$ cat config.mk
export PLATFORM = sky130hd
export DESIGN_NAME = ptp_trigger_detector
export DESIGN_NICKNAME = d
export VERILOG_FILES = /design/src/rtl/ptp_pkg.sv /design/src/rtl/ptp_len_table.sv /design/src/rtl/ptp_window.sv /design/src/rtl/ptp_peak_hold.sv /design/src/rtl/ptp_trig_gen.sv /design/src/rtl/ptp_trigger_detector.sv
export SDC_FILE = /design/constraint.sdc
export NUM_CORES = 1
export LEC_CHECK = 0
export ABC_CLOCK_PERIOD_IN_PS = 12700
export BUFFER_PORTS_ARGS = -buffer_cell sky130_fd_sc_hd__buf_2
export CORE_UTILIZATION = 63
export CTS_CLUSTER_SIZE = 30
export DETAILED_ROUTE_END_ITERATION = 10
export PLACE_DENSITY = 0.86
export SYNTH_ARGS = -nofsm -noshare
export SYNTH_HDL_FRONTEND = slang
export SYNTH_SLANG_ARGS = --single-unit
$ cat constraint.sdc
create_clock -name clk -period 12.7 [get_ports clk]
set_clock_uncertainty 0.05 [all_clocks]
set_input_delay 3.175 -clock clk [delete_from_list [all_inputs] [get_ports clk]]
set_output_delay 3.175 -clock clk [all_outputs]
set_load 0.1 [all_outputs]
$ cat src/rtl/ptp_pkg.sv
package ptp_pkg;

   // Window length in samples: 3/4 of one period of the selected tone,
   // rounded to the nearest sample. Tone frequency = base + idx * step.
   function automatic int unsigned win_len(
      input int unsigned sample_hz,
      input int unsigned base_hz,
      input int unsigned step_hz,
      input int unsigned idx
   );
      longint unsigned tone;
      longint unsigned num;
      tone = longint'(base_hz) + longint'(idx) * longint'(step_hz);
      num  = 3 * longint'(sample_hz) + 2 * tone;
      return int'(num / (4 * tone));
   endfunction

endpackage

$ cat src/rtl/ptp_len_table.sv
module ptp_len_table #(
   parameter int unsigned SEL_W     = 2,
   parameter int unsigned SAMPLE_HZ = 10_000_000,
   parameter int unsigned BASE_HZ   = 25_000,
   parameter int unsigned STEP_HZ   = 5_000,
   parameter int unsigned CNT_W     = 9
) (
   input  logic [SEL_W-1:0] sel,
   output logic [CNT_W-1:0] len_m1
);
   localparam int unsigned NUM_SEL = 1 << SEL_W;

   logic [CNT_W-1:0] tbl [NUM_SEL];

   for (genvar i = 0; i < NUM_SEL; i++) begin : g_entry
      localparam int unsigned LEN = ptp_pkg::win_len(SAMPLE_HZ, BASE_HZ, STEP_HZ, i);
      if (LEN < 2) begin : g_short
         $error("ptp_len_table: window entry shorter than two samples");
      end
      if (LEN > (1 << CNT_W)) begin : g_long
         $error("ptp_len_table: window entry exceeds counter range");
      end
      assign tbl[i] = CNT_W'(LEN - 1);
   end

   assign len_m1 = tbl[sel];
endmodule

$ cat src/rtl/ptp_window.sv
module ptp_window #(
   parameter int unsigned SMP_W     = 10,
   parameter int unsigned SEL_W     = 2,
   parameter int unsigned SAMPLE_HZ = 10_000_000,
   parameter int unsigned BASE_HZ   = 25_000,
   parameter int unsigned STEP_HZ   = 5_000,
   parameter int unsigned CNT_W     = 9
) (
   input  logic             clk,
   input  logic             rst_n,
   input  logic             smp_valid,
   input  logic [SMP_W-1:0] smp_data,
   input  logic [SEL_W-1:0] freq_sel,
   output logic             win_done,
   output logic [SMP_W-1:0] win_meas
);
   logic [SEL_W-1:0] sel_q;
   logic [CNT_W-1:0] cnt;
   logic [CNT_W-1:0] len_m1;
   logic [SMP_W-1:0] run_max;
   logic [SMP_W-1:0] run_min;
   logic [SMP_W-1:0] cur_max;
   logic [SMP_W-1:0] cur_min;
   logic             restart;
   logic             take;
   logic             first;
   logic             last;

   ptp_len_table #(
      .SEL_W     (SEL_W),
      .SAMPLE_HZ (SAMPLE_HZ),
      .BASE_HZ   (BASE_HZ),
      .STEP_HZ   (STEP_HZ),
      .CNT_W     (CNT_W)
   ) u_len (
      .sel    (sel_q),
      .len_m1 (len_m1)
   );

   always_comb begin
      restart = (freq_sel != sel_q);
      take    = smp_valid && !restart;
      first   = (cnt == '0);
      last    = (cnt == len_m1);
      if (first) begin
         cur_max = smp_data;
         cur_min = smp_data;
      end else begin
         cur_max = (smp_data > run_max) ? smp_data : run_max;
         cur_min = (smp_data < run_min) ? smp_data : run_min;
      end
      win_done = take && last;
      win_meas = cur_max - cur_min;
   end

   always_ff @(posedge clk) begin
      if (!rst_n) begin
         sel_q   <= '0;
         cnt     <= '0;
         run_max <= '0;
         run_min <= '0;
      end else begin
         sel_q <= freq_sel;
         if (restart) begin
            cnt <= '0;
         end else if (take) begin
            cnt     <= last ? '0 : cnt + CNT_W'(1);
            run_max <= cur_max;
            run_min <= cur_min;
         end
      end
   end
endmodule

$ cat src/rtl/ptp_peak_hold.sv
module ptp_peak_hold #(
   parameter int unsigned SMP_W          = 10,
   parameter bit          CLEAR_PRIORITY = 1'b1
) (
   input  logic             clk,
   input  logic             rst_n,
   input  logic             clr,
   input  logic             upd,
   input  logic [SMP_W-1:0] val,
   output logic [SMP_W-1:0] held
);
   logic bigger;
   assign bigger = upd && (val > held);

   if (CLEAR_PRIORITY) begin : g_clr_first
      always_ff @(posedge clk) begin
         if (!rst_n)      held <= '0;
         else if (clr)    held <= '0;
         else if (bigger) held <= val;
      end
   end else begin : g_upd_first
      always_ff @(posedge clk) begin
         if (!rst_n)      held <= '0;
         else if (bigger) held <= val;
         else if (clr)    held <= '0;
      end
   end
endmodule

$ cat src/rtl/ptp_trig_gen.sv
module ptp_trig_gen #(
   parameter int unsigned SMP_W = 10
) (
   input  logic             clk,
   input  logic             rst_n,
   input  logic             win_done,
   input  logic [SMP_W-1:0] win_meas,
   input  logic [SMP_W-1:0] thresh,
   input  logic             auto_en,
   output logic             trig
);
   logic hit;
   assign hit = win_done && auto_en && (win_meas >= thresh);

   always_ff @(posedge clk) begin
      if (!rst_n) trig <= 1'b0;
      else        trig <= hit;
   end
endmodule

$ cat src/rtl/ptp_trigger_detector.sv
module ptp_trigger_detector #(
   parameter int unsigned SMP_W          = 10,
   parameter int unsigned SEL_W          = 2,
   parameter int unsigned SAMPLE_HZ      = 10_000_000,
   parameter int unsigned BASE_HZ        = 25_000,
   parameter int unsigned STEP_HZ        = 5_000,
   parameter bit          CLEAR_PRIORITY = 1'b1
) (
   input  logic             clk,
   input  logic             rst_n,
   input  logic             smp_valid,
   input  logic [SMP_W-1:0] smp_data,
   input  logic [SEL_W-1:0] freq_sel,
   input  logic [SMP_W-1:0] ptp_thresh,
   input  logic             auto_trig_en,
   input  logic             ptp_clear,
   input  logic             capture_start,
   output logic [SMP_W-1:0] ptp_held,
   output logic             trig_pulse
);
   // The lowest tone gives the longest window, which sizes the counter.
   localparam int unsigned MAX_LEN = ptp_pkg::win_len(SAMPLE_HZ, BASE_HZ, STEP_HZ, 0);
   localparam int unsigned CNT_W   = (MAX_LEN > 2) ? $clog2(MAX_LEN) : 1;

   if (SMP_W < 2 || SMP_W > 16) begin : g_bad_smp_w
      $error("ptp_trigger_detector: SMP_W out of range 2..16");
   end
   if (SEL_W < 1 || SEL_W > 4) begin : g_bad_sel_w
      $error("ptp_trigger_detector: SEL_W out of range 1..4");
   end
   if (BASE_HZ == 0 || SAMPLE_HZ < 4 * BASE_HZ) begin : g_bad_rate
      $error("ptp_trigger_detector: sample rate too low for base tone");
   end

   logic             win_done;
   logic [SMP_W-1:0] win_meas;
   logic             hold_clr;

   assign hold_clr = ptp_clear || capture_start;

   ptp_window #(
      .SMP_W     (SMP_W),
      .SEL_W     (SEL_W),
      .SAMPLE_HZ (SAMPLE_HZ),
      .BASE_HZ   (BASE_HZ),
      .STEP_HZ   (STEP_HZ),
      .CNT_W     (CNT_W)
   ) u_win (
      .clk       (clk),
      .rst_n     (rst_n),
      .smp_valid (smp_valid),
      .smp_data  (smp_data),
      .freq_sel  (freq_sel),
      .win_done  (win_done),
      .win_meas  (win_meas)
   );

   ptp_peak_hold #(
      .SMP_W          (SMP_W),
      .CLEAR_PRIORITY (CLEAR_PRIORITY)
   ) u_hold (
      .clk   (clk),
      .rst_n (rst_n),
      .clr   (hold_clr),
      .upd   (win_done),
      .val   (win_meas),
      .held  (ptp_held)
   );

   ptp_trig_gen #(
      .SMP_W (SMP_W)
   ) u_trig (
      .clk      (clk),
      .rst_n    (rst_n),
      .win_done (win_done),
      .win_meas (win_meas),
      .thresh   (ptp_thresh),
      .auto_en  (auto_trig_en),
      .trig     (trig_pulse)
   );
endmodule

==> metrics.md <==
| Metric | Value |
|---|---|
| Number of unique standard cell types used by synthesis | 45 |
| Diodes inserted | 0 |
| Non-filler instance count after layout | 515 |
| Static leakage | 0.00147 uW |
| Headroom to the max-slew limit | 43.7% |
| Worst flop-to-flop path endpoint | u_hold.held[9] |
| Library cell contributing the largest single delay on the critical path | sky130_fd_sc_hd__o21ai_0 |
| Core outline area | 4790 um^2 |
| Post-synthesis instance total | 414 |
| Largest stage delay, worst path | 0.60 ns |
| Filler Cells Inserted | 376 |
| Antenna violations before repair | 0 |
| Post-Synthesis Mean Instance Area | 7.71 um^2 |
| Maximum fanout along the worst path | 21 |
| Area overhead of the layout relative to synthesis | 10.1% |
| Total vias in the final route | 2858 |
| TritonCTS clock tree | done |
| End point of the critical path | u_hold.held[9] |
| Final-report max-slew violation count | 0 |
| Remaining DRCs | 0 |
| Die X | 73.2 um |
| Max-cap violation count | 0 |
| Fmax achieved | 0.120 GHz |
| Pwr per Cell Area | 104 nW/um^2 |
| WL/cell | 13.1 um |
| Worst endpoint required time | 12.87 ns |
| Register bit total from synthesis | 42 |
| Insertion delay to the later sink of the worst-skew pair | 0.30 ns |
| Cell with the most instances on the worst path | sky130_fd_sc_hd__o21ai_0 |
| First-pass GRT wire length | 11200 um |
| Post-synth ARST share | 0% |
| Height of the die | 73.2 um |
| Netlist area before placement | 3190 um^2 |
| Post-CTS Hold Fix Bufs | 0 |
| Area used by multi-input combinational logic | 2110 um^2 |
| Primary FF master, synth | sky130_fd_sc_hd__dfxtp_1 |
| GR Util All Layers | 27.1% |
| Row Count | 25 |
| # nets final | 528 |
| WHS Path Cells | 2 |
| Worst-path cell chain | buf_2 -> ha_1 -> a211oi_1 -> nor2_1 -> o41ai_1 -> nand2_1 -> o21ai_0 -> ha_1 -> nor2b_1 -> o21ai_0 -> a21oi_1 -> o21ai_0 -> nand2b_1 -> a21oi_1 -> o21ai_0 -> xnor2_1 -> inv_1 -> ha_1 -> o21ai_0 -> a21oi_1 -> and3b_1 -> nor2_1 -> a211oi_2 |
| Pwr Total | 367 uW |
| Portion of the clock cycle consumed by the worst path in the final layout | 65.7% |
| Post-synthesis sequential area ratio | 26.4% |
| R2R Path Start | u_win.run_max[7] |
| Levels on crit path | 23 |
| Total nets after synthesis | 495 |
| Most used standard cells in the synthesized netlist | 53 x sky130_fd_sc_hd__nor2_1, 52 x sky130_fd_sc_hd__ha_1, 47 x sky130_fd_sc_hd__inv_1 |
| Count of routing violations after the opening detailed-route iteration | 144 |
| Setup bufs post-CTS | 0 |
| Crit. End Element | register |
| Antenna viol nets, final | 0 |
| Main area contributors after synthesis | sky130_fd_sc_hd__dfxtp_1 26%, sky130_fd_sc_hd__ha_1 20%, sky130_fd_sc_hd__nor2_1 6.2%, sky130_fd_sc_hd__a21oi_1 6.0%, sky130_fd_sc_hd__inv_1 5.5% |
| Cell type group with the largest total delay on the critical path | compound AO/OA/AOI/OAI gates |
| Depth of the worst register-to-register path | 23 |
| Die outline area | 5350 um^2 |
| Result of the run | completed |
| Number of clock buffers inserted by TritonCTS | 5 |
| Clk sinks | 42 |
| Detailed placer's ending HPWL | 5290 um |
| Number of buffers and inverters on the critical path | 2 |
| Fin. Hold Viols | 0 |
| Most used standard cell by instance count after synthesis | sky130_fd_sc_hd__nor2_1 |
| Arrival time reported for the critical path endpoint | 8.51 ns |
| Routability congestion estimate | 0.879 |
| Summed negative setup slack over all endpoints | 0 ns |
| Total placed instance area | 3410 um^2 |
| RSZ-0062 raised after global routing | no |
| Worst hold path class | register to register |
| Clock transition at the registers of the reported paths | 0.07 ns |
| Total Wirelength | 6770 um |
| IR Drop Worst-Case VDD | 0.0756 mV |
| Share of final-layout standard cells stronger than drive strength 1 | 11.6% |
| Worst setup path startpoint | smp_data[7] |
| Number of enable flip-flop cells after synthesis | 0 |
| Via count of the first global-routing pass | 2600 |
| Flip-flop and latch area | 841 um^2 |
| Post-route cell area | 3510 um^2 |
| Residual overflow from global routing | 0 |
| CTS Root Cell | sky130_fd_sc_hd__clkbuf_8 |
| Slew at the pin closest to its max-slew limit | 0.845 ns |
| Worst setup SP type | input pin |
| Warning count from the yosys run | 0 |
| Maximum number of pins on one net before global-route repair | 24 |
| Portion of synthesized cell area occupied by the leading cell type | 26.4% |
| Number of gates given a new drive strength after cts | 0 |
| Via count normalized by instance count | 5.55 |
| Cell total after placement | 507 |
| H-tree levels | 2 |
| Worst Setup Path Type | input pin to register |
| Number of buffers inserted by port buffering | 38 |
| Post-layout minimum cycle time | 8.34 ns |
| Number of optimization iterations in the first detailed-route pass | 4 |
| Internal reg-to-reg setup slack | 7.01 ns |
| Post-synth top area cell | sky130_fd_sc_hd__dfxtp_1 |
| Count of boundary I/O pins | 39 |
| Total setup violations reported at the end of the flow | 0 |
| Buffer depth of the longest clock path | 2 |
| Initial Util | 66.7% |
==> cells in the final DEF (no fill, tap or decap), drive strengths merged, types with 13 or more instances in the layout <==
cell    count
a211oi     20
a21oi      38
buf        38
dfxtp      42
ha         52
inv        47
nand2      40
nand3      13
nor2       53
o21ai      21
==> area by class of cell <==
| cell class | count | area share [%] |
|---|---|---|
| clock buffer | 7 | 2.17 |
| inverter | 48 | 5.13 |
| clock inverter | 1 | 0.855 |
| timing repair buffer | 38 | 5.41 |
| sequential | 42 | 23.9 |
| multi-input combinational | 312 | 60.1 |
| tap | 67 | 2.39 |
==> power breakdown <==
part	leakage, uW	switching [uW]	internal, uW	total, uW
clock network	0.0000524	45.7	58.9	105
registers	0.000341	2.35	137	139
logic	0.00107	70.6	52.7	123
==> layer usage <==
layer	routed length, um	up-vias	GRT usage [%]
met3	289	11	4.42
met5	0	-	0
li1	-	1482	-
met1	3160	1295	34.1
met2	3210	70	46.3
met4	102	0	10.2
==> worst min-delay path by stage <==
stage                           from                to  slack, ns
floorplan           u_win.run_max[2]  u_win.run_max[2]       0.41
global placement      u_hold.held[3]    u_hold.held[3]       0.41
detailed placement    u_hold.held[3]    u_hold.held[3]       0.41
CTS                   u_hold.held[3]    u_hold.held[3]       0.42
global route          u_hold.held[3]    u_hold.held[3]       0.45
finish                u_hold.held[8]    u_hold.held[8]       0.42
==> sequential cells by signal (all words and copies together) (netlist names) <==
| signal | count |
|---|---|
| u_trig.trig | 1 |
| u_win.sel_q | 2 |
| u_win.run_max | 10 |
| u_win.run_min | 10 |
| u_hold.held | 10 |
| u_win.cnt | 9 |
==> metrics by stage <==
step	util, %	hold WS [ns]	setup slack, ns
6_report	73.4	0.421	4.36
5_1_grt	73.4	0.452	3.87
4_1_cts	73.4	0.423	4.34
3_5_place_dp	71.2	0.411	4.07
3_3_place_gp	71.2	0.408	4.28
2_1_floorplan	-	0.406	5.09
==> worst register-to-register path, cell delays in order, from the launching register on <==
cell and delay, ns:
sky130_fd_sc_hd__dfxtp_1 0.31, sky130_fd_sc_hd__inv_1 0.06, sky130_fd_sc_hd__ha_1 0.29, sky130_fd_sc_hd__a211oi_1 0.23, sky130_fd_sc_hd__nor2_1 0.08, sky130_fd_sc_hd__o41ai_1 0.34, sky130_fd_sc_hd__nand2_1 0.42, sky130_fd_sc_hd__o21ai_0 0.60
sky130_fd_sc_hd__ha_1 0.34, sky130_fd_sc_hd__nor2b_1 0.14, sky130_fd_sc_hd__o21ai_0 0.22, sky130_fd_sc_hd__a21oi_1 0.13, sky130_fd_sc_hd__o21ai_0 0.19, sky130_fd_sc_hd__nand2b_1 0.07, sky130_fd_sc_hd__a21oi_1 0.20, sky130_fd_sc_hd__o21ai_0 0.14
sky130_fd_sc_hd__xnor2_1 0.28, sky130_fd_sc_hd__inv_1 0.11, sky130_fd_sc_hd__ha_1 0.37, sky130_fd_sc_hd__o21ai_0 0.10, sky130_fd_sc_hd__a21oi_1 0.22, sky130_fd_sc_hd__and3b_1 0.43, sky130_fd_sc_hd__nor2_1 0.10, sky130_fd_sc_hd__a211oi_2 0.19
==> cells by family (layout without fill, tap and decap cells) <==
group | count (synthesis) | count (layout) | synth area share (%)
multiplexers | 1 | 1 | 0.314
flip-flops | 42 | 42 | 26.4
adder cells (fa/ha/maj) | 53 | 53 | 21.0
buffers and inverters | 60 | 94 | 7.45
AND/OR/NAND/NOR | 142 | 142 | 20.2
XOR/XNOR | 19 | 19 | 5.22
AO/OA/AOI/OAI | 97 | 97 | 19.4
Note: power is estimated with default switching activity, not from simulation.
